$ cat src/rtl/bbs_pkg.sv
package bbs_pkg;
  localparam int unsigned NGEN   = 8;
  localparam int unsigned SLOT_W = $clog2(NGEN);
  localparam int unsigned NSTEP  = 12;
  localparam int unsigned STEP_W = $clog2(NSTEP);

  typedef enum logic [1:0] {S_IDLE, S_CHK, S_ISSUE, S_WAIT} fsm_e;

  // slot stepped at each position of the per-word schedule
  function automatic logic [SLOT_W-1:0] slot_of_step(input logic [STEP_W-1:0] k);
    case (k)
      4'd8:    slot_of_step = SLOT_W'(2);
      4'd9:    slot_of_step = SLOT_W'(0);
      4'd10:   slot_of_step = SLOT_W'(6);
      4'd11:   slot_of_step = SLOT_W'(1);
      default: slot_of_step = k[SLOT_W-1:0];
    endcase
  endfunction

  function automatic logic [2:0] ins_mask(input logic [1:0] a);
    case (a)
      2'd0:    ins_mask = 3'd0;
      2'd1:    ins_mask = 3'd1;
      2'd2:    ins_mask = 3'd3;
      default: ins_mask = 3'd7;
    endcase
  endfunction
endpackage

$ cat src/rtl/bbs_coprime_chk.sv
module bbs_coprime_chk #(
  parameter int unsigned XW = 16
) (
  input  logic          clk_i,
  input  logic          rst_ni,
  input  logic          start_i,
  input  logic [XW-1:0] a_i,
  input  logic [XW-1:0] b_i,
  output logic          done_o,
  output logic          coprime_o
);
  logic [XW-1:0] a_q, b_q;
  logic          run_q;

  // binary gcd; only coprimality is needed
  always_ff @(posedge clk_i or negedge rst_ni) begin
    if (!rst_ni) begin
      a_q <= '0; b_q <= '0; run_q <= 1'b0; done_o <= 1'b0; coprime_o <= 1'b0;
    end else begin
      done_o <= 1'b0;
      if (start_i) begin
        a_q <= a_i; b_q <= b_i; run_q <= 1'b1;
      end else if (run_q) begin
        if (a_q == '0 || b_q == '0) begin
          run_q <= 1'b0; done_o <= 1'b1; coprime_o <= 1'b0;
        end else if (!a_q[0] && !b_q[0]) begin
          run_q <= 1'b0; done_o <= 1'b1; coprime_o <= 1'b0;
        end else if (!a_q[0]) begin
          a_q <= a_q >> 1;
        end else if (!b_q[0]) begin
          b_q <= b_q >> 1;
        end else if (a_q == b_q) begin
          run_q <= 1'b0; done_o <= 1'b1; coprime_o <= (a_q == XW'(1));
        end else if (a_q > b_q) begin
          a_q <= a_q - b_q;
        end else begin
          b_q <= b_q - a_q;
        end
      end
    end
  end
endmodule

$ cat src/rtl/bbs_modsq.sv
module bbs_modsq #(
  parameter int unsigned XW = 16
) (
  input  logic          clk_i,
  input  logic          rst_ni,
  input  logic          start_i,
  input  logic [XW-1:0] x_i,
  input  logic [XW-1:0] m_i,
  output logic          done_o,
  output logic [XW-1:0] r_o
);
  localparam int unsigned PW    = 2 * XW;
  localparam int unsigned CNT_W = $clog2(PW);

  logic [PW-1:0]    prod_q;
  logic [XW:0]      rem_q;
  logic [CNT_W-1:0] cnt_q;
  logic             run_q;
  logic [XW:0]      rem_sh;

  assign rem_sh = {rem_q[XW-1:0], prod_q[PW-1]};
  assign r_o    = rem_q[XW-1:0];

  // restoring reduction, one product bit per cycle
  always_ff @(posedge clk_i or negedge rst_ni) begin
    if (!rst_ni) begin
      prod_q <= '0; rem_q <= '0; cnt_q <= '0; run_q <= 1'b0; done_o <= 1'b0;
    end else begin
      done_o <= 1'b0;
      if (start_i) begin
        prod_q <= x_i * x_i;
        rem_q  <= '0;
        cnt_q  <= '0;
        run_q  <= 1'b1;
      end else if (run_q) begin
        prod_q <= prod_q << 1;
        rem_q  <= (rem_sh >= {1'b0, m_i}) ? rem_sh - {1'b0, m_i} : rem_sh;
        cnt_q  <= cnt_q + 1'b1;
        if (cnt_q == CNT_W'(PW - 1)) begin
          run_q  <= 1'b0;
          done_o <= 1'b1;
        end
      end
    end
  end
endmodule

$ cat src/rtl/bbs_word_shaper.sv
module bbs_word_shaper
  import bbs_pkg::*;
#(
  parameter int unsigned XW = 16,
  parameter int unsigned WW = 32
) (
  input  logic [STEP_W-1:0] step_i,
  input  logic [WW-1:0]     t_i,
  input  logic [1:0]        amt_i,
  input  logic [XW-1:0]     r_i,
  output logic [WW-1:0]     t_o,
  output logic [1:0]        amt_o
);
  always_comb begin
    t_o   = t_i;
    amt_o = amt_i;
    case (step_i)
      4'd8, 4'd10: amt_o = r_i[1:0];
      4'd9, 4'd11: t_o = (t_i << amt_i) | WW'(r_i[2:0] & ins_mask(amt_i));
      default:     t_o = {t_i[WW-5:0], r_i[3:0]};
    endcase
  end
endmodule

$ cat src/rtl/bbs_word_gen.sv
module bbs_word_gen
  import bbs_pkg::*;
#(
  parameter int unsigned XW = 16,
  parameter int unsigned WW = 32,
  parameter int unsigned CW = 8
) (
  input  logic              clk_i,
  input  logic              rst_ni,
  input  logic              load_i,
  input  logic [SLOT_W-1:0] load_slot_i,
  input  logic [XW-1:0]     load_seed_i,
  input  logic [XW-1:0]     load_mod_i,
  input  logic              start_i,
  input  logic [CW-1:0]     n_words_i,
  output logic              busy_o,
  output logic              load_err_o,
  output logic [WW-1:0]     word_o,
  output logic              word_valid_o,
  output logic              done_o
);
  fsm_e              state_q;
  logic [XW-1:0]     st_q [NGEN];
  logic [XW-1:0]     md_q [NGEN];
  logic [XW-1:0]     st_upd [NGEN];
  logic [XW-1:0]     st_rot [NGEN];
  logic [NGEN-1:0]   bad_q;
  logic [SLOT_W-1:0] chk_slot_q;
  logic              chk_range_q;
  logic [STEP_W-1:0] step_q;
  logic [CW-1:0]     left_q;
  logic [WW-1:0]     t_q, x_q, t_nx;
  logic [1:0]        amt_q, amt_nx;
  logic              load_acc, start_acc, chk_done, chk_cop;
  logic              red_start, red_done, run_phase, word_end, call_end;
  logic [XW-1:0]     red_r, cur_mod, cur_state;
  logic [SLOT_W-1:0] gen_sel;

  assign load_acc   = (state_q == S_IDLE) && load_i;
  assign start_acc  = (state_q == S_IDLE) && !load_i && start_i && !load_err_o && (n_words_i != '0);
  assign busy_o     = (state_q != S_IDLE);
  assign load_err_o = |bad_q;
  assign run_phase  = (state_q == S_ISSUE) || (state_q == S_WAIT);
  assign gen_sel    = slot_of_step(step_q);
  assign cur_mod    = md_q[gen_sel];
  assign cur_state  = st_q[gen_sel];
  assign red_start  = (state_q == S_ISSUE);
  assign word_end   = (state_q == S_WAIT) && red_done && (step_q == STEP_W'(NSTEP - 1));
  assign call_end   = word_end && (left_q == CW'(1));

  bbs_coprime_chk #(.XW(XW)) u_chk (
    .clk_i, .rst_ni, .start_i(load_acc), .a_i(load_seed_i), .b_i(load_mod_i),
    .done_o(chk_done), .coprime_o(chk_cop)
  );

  bbs_modsq #(.XW(XW)) u_red (
    .clk_i, .rst_ni, .start_i(red_start), .x_i(cur_state), .m_i(cur_mod),
    .done_o(red_done), .r_o(red_r)
  );

  bbs_word_shaper #(.XW(XW), .WW(WW)) u_shp (
    .step_i(step_q), .t_i(t_q), .amt_i(amt_q), .r_i(red_r), .t_o(t_nx), .amt_o(amt_nx)
  );

  for (genvar g = 0; g < NGEN; g++) begin : g_slot
    assign st_upd[g] = (gen_sel == SLOT_W'(g)) ? red_r : st_q[g];
    assign st_rot[(g + 1) % NGEN] = st_upd[g];
  end

  always_ff @(posedge clk_i or negedge rst_ni) begin
    if (!rst_ni) begin
      state_q <= S_IDLE;
      for (int i = 0; i < NGEN; i++) begin
        st_q[i] <= '0;
        md_q[i] <= '0;
      end
      bad_q        <= '1;
      chk_slot_q   <= '0;
      chk_range_q  <= 1'b0;
      step_q       <= '0;
      left_q       <= '0;
      t_q          <= '0;
      amt_q        <= '0;
      x_q          <= '0;
      word_o       <= '0;
      word_valid_o <= 1'b0;
      done_o       <= 1'b0;
    end else begin
      word_valid_o <= 1'b0;
      done_o       <= 1'b0;
      case (state_q)
        S_IDLE: begin
          if (load_acc) begin
            st_q[load_slot_i] <= load_seed_i;
            md_q[load_slot_i] <= load_mod_i;
            chk_slot_q        <= load_slot_i;
            chk_range_q       <= (load_seed_i >= XW'(2)) && (load_mod_i >= XW'(2));
            state_q           <= S_CHK;
          end else if (start_acc) begin
            left_q  <= n_words_i;
            step_q  <= '0;
            state_q <= S_ISSUE;
          end
        end
        S_CHK: begin
          if (chk_done) begin
            bad_q[chk_slot_q] <= !(chk_cop && chk_range_q);
            state_q           <= S_IDLE;
          end
        end
        S_ISSUE: state_q <= S_WAIT;
        S_WAIT: begin
          if (red_done) begin
            t_q   <= t_nx;
            amt_q <= amt_nx;
            if (call_end) begin
              for (int i = 0; i < NGEN; i++) st_q[i] <= st_rot[i];
            end else begin
              st_q[gen_sel] <= red_r;
            end
            if (word_end) begin
              x_q          <= x_q ^ t_nx;
              word_o       <= x_q ^ t_nx;
              word_valid_o <= 1'b1;
              step_q       <= '0;
              left_q       <= left_q - 1'b1;
              if (call_end) begin
                done_o  <= 1'b1;
                state_q <= S_IDLE;
              end else begin
                state_q <= S_ISSUE;
              end
            end else begin
              step_q  <= step_q + 1'b1;
              state_q <= S_ISSUE;
            end
          end
        end
        default: state_q <= S_IDLE;
      endcase
    end
  end
endmodule

$ cat config.mk
export PLATFORM = sky130hd
export DESIGN_NAME = bbs_word_gen
export DESIGN_NICKNAME = d
export VERILOG_FILES = /design/src/rtl/bbs_pkg.sv /design/src/rtl/bbs_coprime_chk.sv /design/src/rtl/bbs_modsq.sv /design/src/rtl/bbs_word_shaper.sv /design/src/rtl/bbs_word_gen.sv
export SDC_FILE = /design/constraint.sdc
export NUM_CORES = 2
export LEC_CHECK = 0
export ABC_AREA = 1
export CAP_MARGIN = 20
export CORE_UTILIZATION = 30
export DETAILED_ROUTE_END_ITERATION = 10
export PLACE_DENSITY = 0.56
export SLEW_MARGIN = 15
export SYNTH_ARGS = -nofsm -noshare
export SYNTH_HDL_FRONTEND = slang
export SYNTH_HIERARCHICAL = 1
export SYNTH_SLANG_ARGS = --single-unit
$ cat constraint.sdc
create_clock -name clk_i -period 7.7 [get_ports clk_i]
set_clock_uncertainty 0.1 [all_clocks]
set_input_delay 1.155 -clock clk_i [delete_from_list [all_inputs] [get_ports clk_i]]
set_output_delay 1.155 -clock clk_i [all_outputs]
set_load 0.01 [all_outputs]
Word-level counts from Yosys, hierarchy flattened
Cells that the tools add are included.
- bits in writable memories: 0
- input bits: 47
- bits in read-only memories: 0
- flip-flop bits (word level): 440
- bits in latches: 0
- memories: 0
- output and inout port bits: 36
- $mul: 1
- $add $sub $neg: 6
- reduce and logical (&&, ||, !) cells: 51
- equality and inequality tests: 34
- bitwise logic cells: 6
- mux-type cells: 104
- magnitude comparators: 10
- shifts and indexed selects: 1
- div/mod/pow operators: 0
- operators by type and width (operator ; count):
    $mux W16 ; 33
    $bwmux W128 ; 3
    $mux W128 ; 3
    $pmux W128 S2 ; 1
    $bmux W16 S3 ; 2
    $demux W16 S3 ; 2
    $mux W32 ; 2
    $pmux W32 S2 ; 1
    $sub A16 B16 Y16 ; 3
    $mux W1 ; 33
    $ge A16 B2 Y1 const B ; 2
    $logic_not A16 Y1 ; 2
    $mul A16 B16 Y32 ; 1
    $mux W8 ; 4
    $or A32 B32 Y32 ; 1
    $shl A32 B2 Y32 ; 1
    $xor A32 B32 Y32 ; 1
    $ne A3 B3 Y1 const B ; 6
    $ge A17 B16 Y1 ; 1
    $eq A16 B1 Y1 const B ; 1
    $eq A16 B16 Y1 ; 1
    $eq A4 B4 Y1 const B ; 4
    $gt A16 B16 Y1 ; 1
    $mux W4 ; 4
    44 further kinds ; 100

Logic depth before layout (Yosys ltp)
- depth after elaboration: 11
- gate-level depth with buffers: 41
- gate-level depth less buffers: 38

Cells and area by module
Netlist, hierarchy kept.
- modules (own cells, without submodules) (module ; cells an instance ; area each (sq um) ; instances):
    bbs_word_gen ; 2707 ; 19647.6 ; 1
    bbs_modsq ; 1628 ; 11671.2 ; 1
    bbs_coprime_chk ; 719 ; 4177.8 ; 1
    bbs_word_shaper ; 359 ; 1610.3 ; 1

Worst setup path before layout
OpenSTA, ideal clock, no wires.
- path kind: reg2reg
- start: register step_q[0]
- end: register u_red.prod_q[22]
- slack: 0.564 ns
- path buffers: 4
- cell stages (with the launch flop): 35
- required time: 7.468 ns
- clock period less this slack: 7.136 ns
- data arrival time: 6.904 ns
- path through: dfrtp_1 > inv_1 > ha_1 > inv_1 > nand2_1 > nand2_2 > nand3_4 > nand2_8 > buf_8 > clkbuf_1 > nand3_1 > nand4_1 > or2_2 > clkbuf_1 > clkbuf_1 > nand2_1 > fa_1 > inv_1 > fa_1 > fa_1 > fa_1 > fa_1 > inv_1 > fa_1 > inv_1 > ha_1 > nand2_1 > nor2_1 > inv_1 > nor2_1 > nand3b_1 > nand4_1 > nand3_1 > nand2_1 > o21ai_0
- cells in the longest elaborated chain, start to end: 8
- elaborated cells on any way between the ends: 11
- classes of those cells: mul: 1; eq/ne: 4; mux: 5; bitwise: 1
- ends and longest elaborated chain (item ; RTL line ; RTL):
    start, declared ; bbs_word_gen.sv:30 ; logic [STEP_W-1:0] step_q;
    start signal, assigned ; bbs_word_gen.sv:134 ; step_q <= step_q + 1'b1;
    $eq A4 B4 Y1 ; bbs_pkg.sv:11 ; case (k)
    $pmux W3 S4 * ; bbs_pkg.sv:11 ;
    $not A3 Y4 (not written as such) * ; bbs_word_gen.sv:46 ; assign cur_state = st_q[gen_sel];
    $bmux W16 S3 * ; bbs_word_gen.sv:46 ;
    $mux W16 (not written as such) * (2 in a row) ; bbs_word_gen.sv:46 ;
    via cur_state[1] ; bbs_word_gen.sv:36 ; logic [XW-1:0] red_r, cur_mod, cur_state;
    $mul A16 B16 Y32 * ; bbs_modsq.sv:31 ; prod_q <= x_i * x_i;
    $mux W32 * ; bbs_modsq.sv:30 ; if (start_i) begin
    end signal, assigned ; bbs_modsq.sv:31 ;
    end signal, assigned ; bbs_modsq.sv:36 ; prod_q <= prod_q << 1;
    end, declared ; bbs_modsq.sv:15 ; logic [PW-1:0] prod_q;
The timed path passes the listed nets; every way through them passes the cells marked *. The select of a mux whose other input is x is not followed.
A chain may end at the register's enable or synchronous reset.

Worst setup path after layout
- start: register step_q[1]
- end: register u_red.prod_q[17]
The elaborated chain is that of the path after synthesis.

==> metrics.yaml <==
synth.area.top_cells: "dfrtp_1 29%, nand2_1 17%, fa_1 9.0%"
rows: 128
track_usage: 0.198
syn_inst: 5413
status: "finished, final reports clean"
hold_class: "register to register"
setup_viol: 0
dp.cells: 6912
use_met3: 0.0263
grt_max_degree: 183
ys_async_sr_fraction: 1.00
syn-cell-area_sq_um: 37100
slowest_stage: "fa_1"
yosys.area.top_type: "dfrtp_1"
cts_tree: "yes"
arrival_ns: 7.72
synth_top_area_share: 0.291
core-area_sq_um: 122000
grtUsageMet2: 0.316
ios: 83
stdcell_count: 7020
gp_congestion: 0.949
dieArea_sq_um: 125000
synth_edf_count: 0
syn_area_per_cell_sq_um: 6.86
cts_buffer_depth: 3
grt_pass1_vias: 34000
hold_viol_final: 0
path_class: "register to register"
report.final.slew_viol_count: 0
dominantRegCellSynth: "dfrtp_1"
root_buffer: "clkbuf_16"
synth_nets: 5786
overflow: 0
clkTransAtPathRegs_ns: 0.06
fin_hold_ws_ns: 0.364
num-nets-final: 5722
drv_cap: 0
die_w_um: 354
met1_usage: 0.275
area.growth.synth_to_final_pct: 10.9
die_h_um: 354
place_area_sq_um: 39200
start_util: 0.304
layout_common_cells: "1641 x nand2_1, 717 x inv_1, 550 x nor2_1"
io_buffer_count: 82
cp.required_ns: 8.13
drive_above_1_share: 0.0569
power_density_nw_per_um2: 124
leakagePower_nw: 21.5
viasPerCell: 5.02
tns_ns: 0
dr.first_iter.drc_count: 3585
period_minus_slack_ns: 7.29
top_usage_layer: "met2"
final_util: 0.337
final.period_utilization: 0.947
dr.pass1.iters: 6
grt_antenna_before_repair: 0
ys_ff_latch: 440
wire_per_inst_um: 18.0
worstSkewPairLatency_ns: 0.64
cpMostUsedCell: "nand2_1"
clock-sinks: 440
synth.yosys.seq_area_share: 0.297
cts.htree.levels: 2
vdd_ir_drop_max_uv: 178
synth_warnings: 6
maxSlewHeadroom: 0.292
max_freq_ghz: 0.137
drc_errors: 0
max_slew.worst_pin.slew_ns: 1.06
start_kind: "register"
final_cell_area_sq_um: 41100
slowest_delay_ns: 0.55
hpwl_um: 84800
end_kind: "register"
vias: 35300
grt_first_pass_wirelength_um: 198000
ant_nets: 0
final_common_cell: "nand2_1"
wl_um: 127000
ys_types: 57
critPathMaxFanout: 25
cts_buffers: 54
synth_stat cells (58+ instances only):
cell	number
a21oi_1	350
buf_2	95
clkbuf_1	107
dfrtp_1	432
fa_1	167
ha_1	159
inv_1	718
nand2_1	1641
nand3_1	494
nand4_1	72
nor2_1	555
o21ai_0	240
xor2_1	58
path summary, 6_finish.rpt:
path / start / end / slack, ns / depth (start not counted)
max in group asynchronous: rst_ni / st_q[56]$_DFFE_PN0P_ / 5.68 / 2
hold reg to reg: x_q[28]$_DFFE_PN0P_ / x_q[28]$_DFFE_PN0P_ / 0.36 / 1
hold / removal: x_q[28]$_DFFE_PN0P_ / x_q[28]$_DFFE_PN0P_ / 0.36 / 1
setup / recovery: step_q[1]$_DFFE_PN0P_ / u_red/prod_q[17]$_DFFE_PN0P_ / 0.41 / 32
min in group asynchronous: rst_ni / u_chk/b_q[11]$_DFFE_PN0P_ / 0.38 / 1
setup reg to reg: step_q[1]$_DFFE_PN0P_ / u_red/prod_q[17]$_DFFE_PN0P_ / 0.41 / 32
power by group:
group | switching (mW) | internal (mW) | total (mW)
Combinational | 0.0841 | 0.0258 | 0.110
Sequential | 0 | 2.31 | 2.31
Clock | 1.12 | 1.58 | 2.70
Total | 1.20 | 3.92 | 5.12
final cells by class:
class / count / area (sq um)
multi-input combinational: 3955 / 21900
clock buffer: 80 / 1530
tap: 1625 / 2030
fill: 13200 / 81100
clock inverter: 21 / 284
antenna: 1 / 2.50
sequential: 440 / 11000
inverter: 745 / 2810
timing repair buffer: 153 / 1560
state kept, by name (all words and copies together), names as in the netlist, 2 cells and up:
name,count
amt_q,2
bad_q,8
chk_slot_q,3
left_q,8
md_q,128
st_q,128
state_q,2
step_q,4
t_q,32
u_chk/a_q,16
u_chk/b_q,16
u_red/cnt_q,5
u_red/prod_q,32
u_red/rem_q,16
x_q,32
metal layers:
layer | vias to the layer above | routed length (um)
met2 | 1280 | 56800
met5 | - | 0
met3 | 242 | 8930
li1 | 16800 | -
met4 | 0 | 3970
met1 | 16900 | 57000
kinds of logic after synthesis:
family | after synthesis | synth area share
AO/OA/AOI/OAI | 643 | 0.0915
XOR/XNOR | 75 | 0.0177
adder cells (fa/ha/maj) | 326 | 0.144
buffers and inverters | 1018 | 0.115
flip-flops | 440 | 0.297
multiplexers | 3 | 0.000843
AND/OR/NAND/NOR | 2908 | 0.334
critical path: cells and delay by family, from the launching register on:
kind	cells	cell delay [ns]
fa+ha+maj	8	3.69
simple gates	16	2.02
buf+inv	6	0.60
flops	1	0.44
compound gates	2	0.30
through the flow:
stage	setup WS (ns)	total power, mW
final	0.407	5.12
after global routing	-0.0107	5.26
after CTS	0.0522	5.18
after detailed placement	0.0696	2.47
after global placement	0.101	2.47
after floorplan	0.564	2.36
what timing repair did:
action | in CTS | in global routing
gates resized for setup | 0 | 19
endpoints found under the setup margin | 0 | 20
setup buffers | 0 | 3
hold buffers | 0 | 0
(Power assumes the default switching activity.)
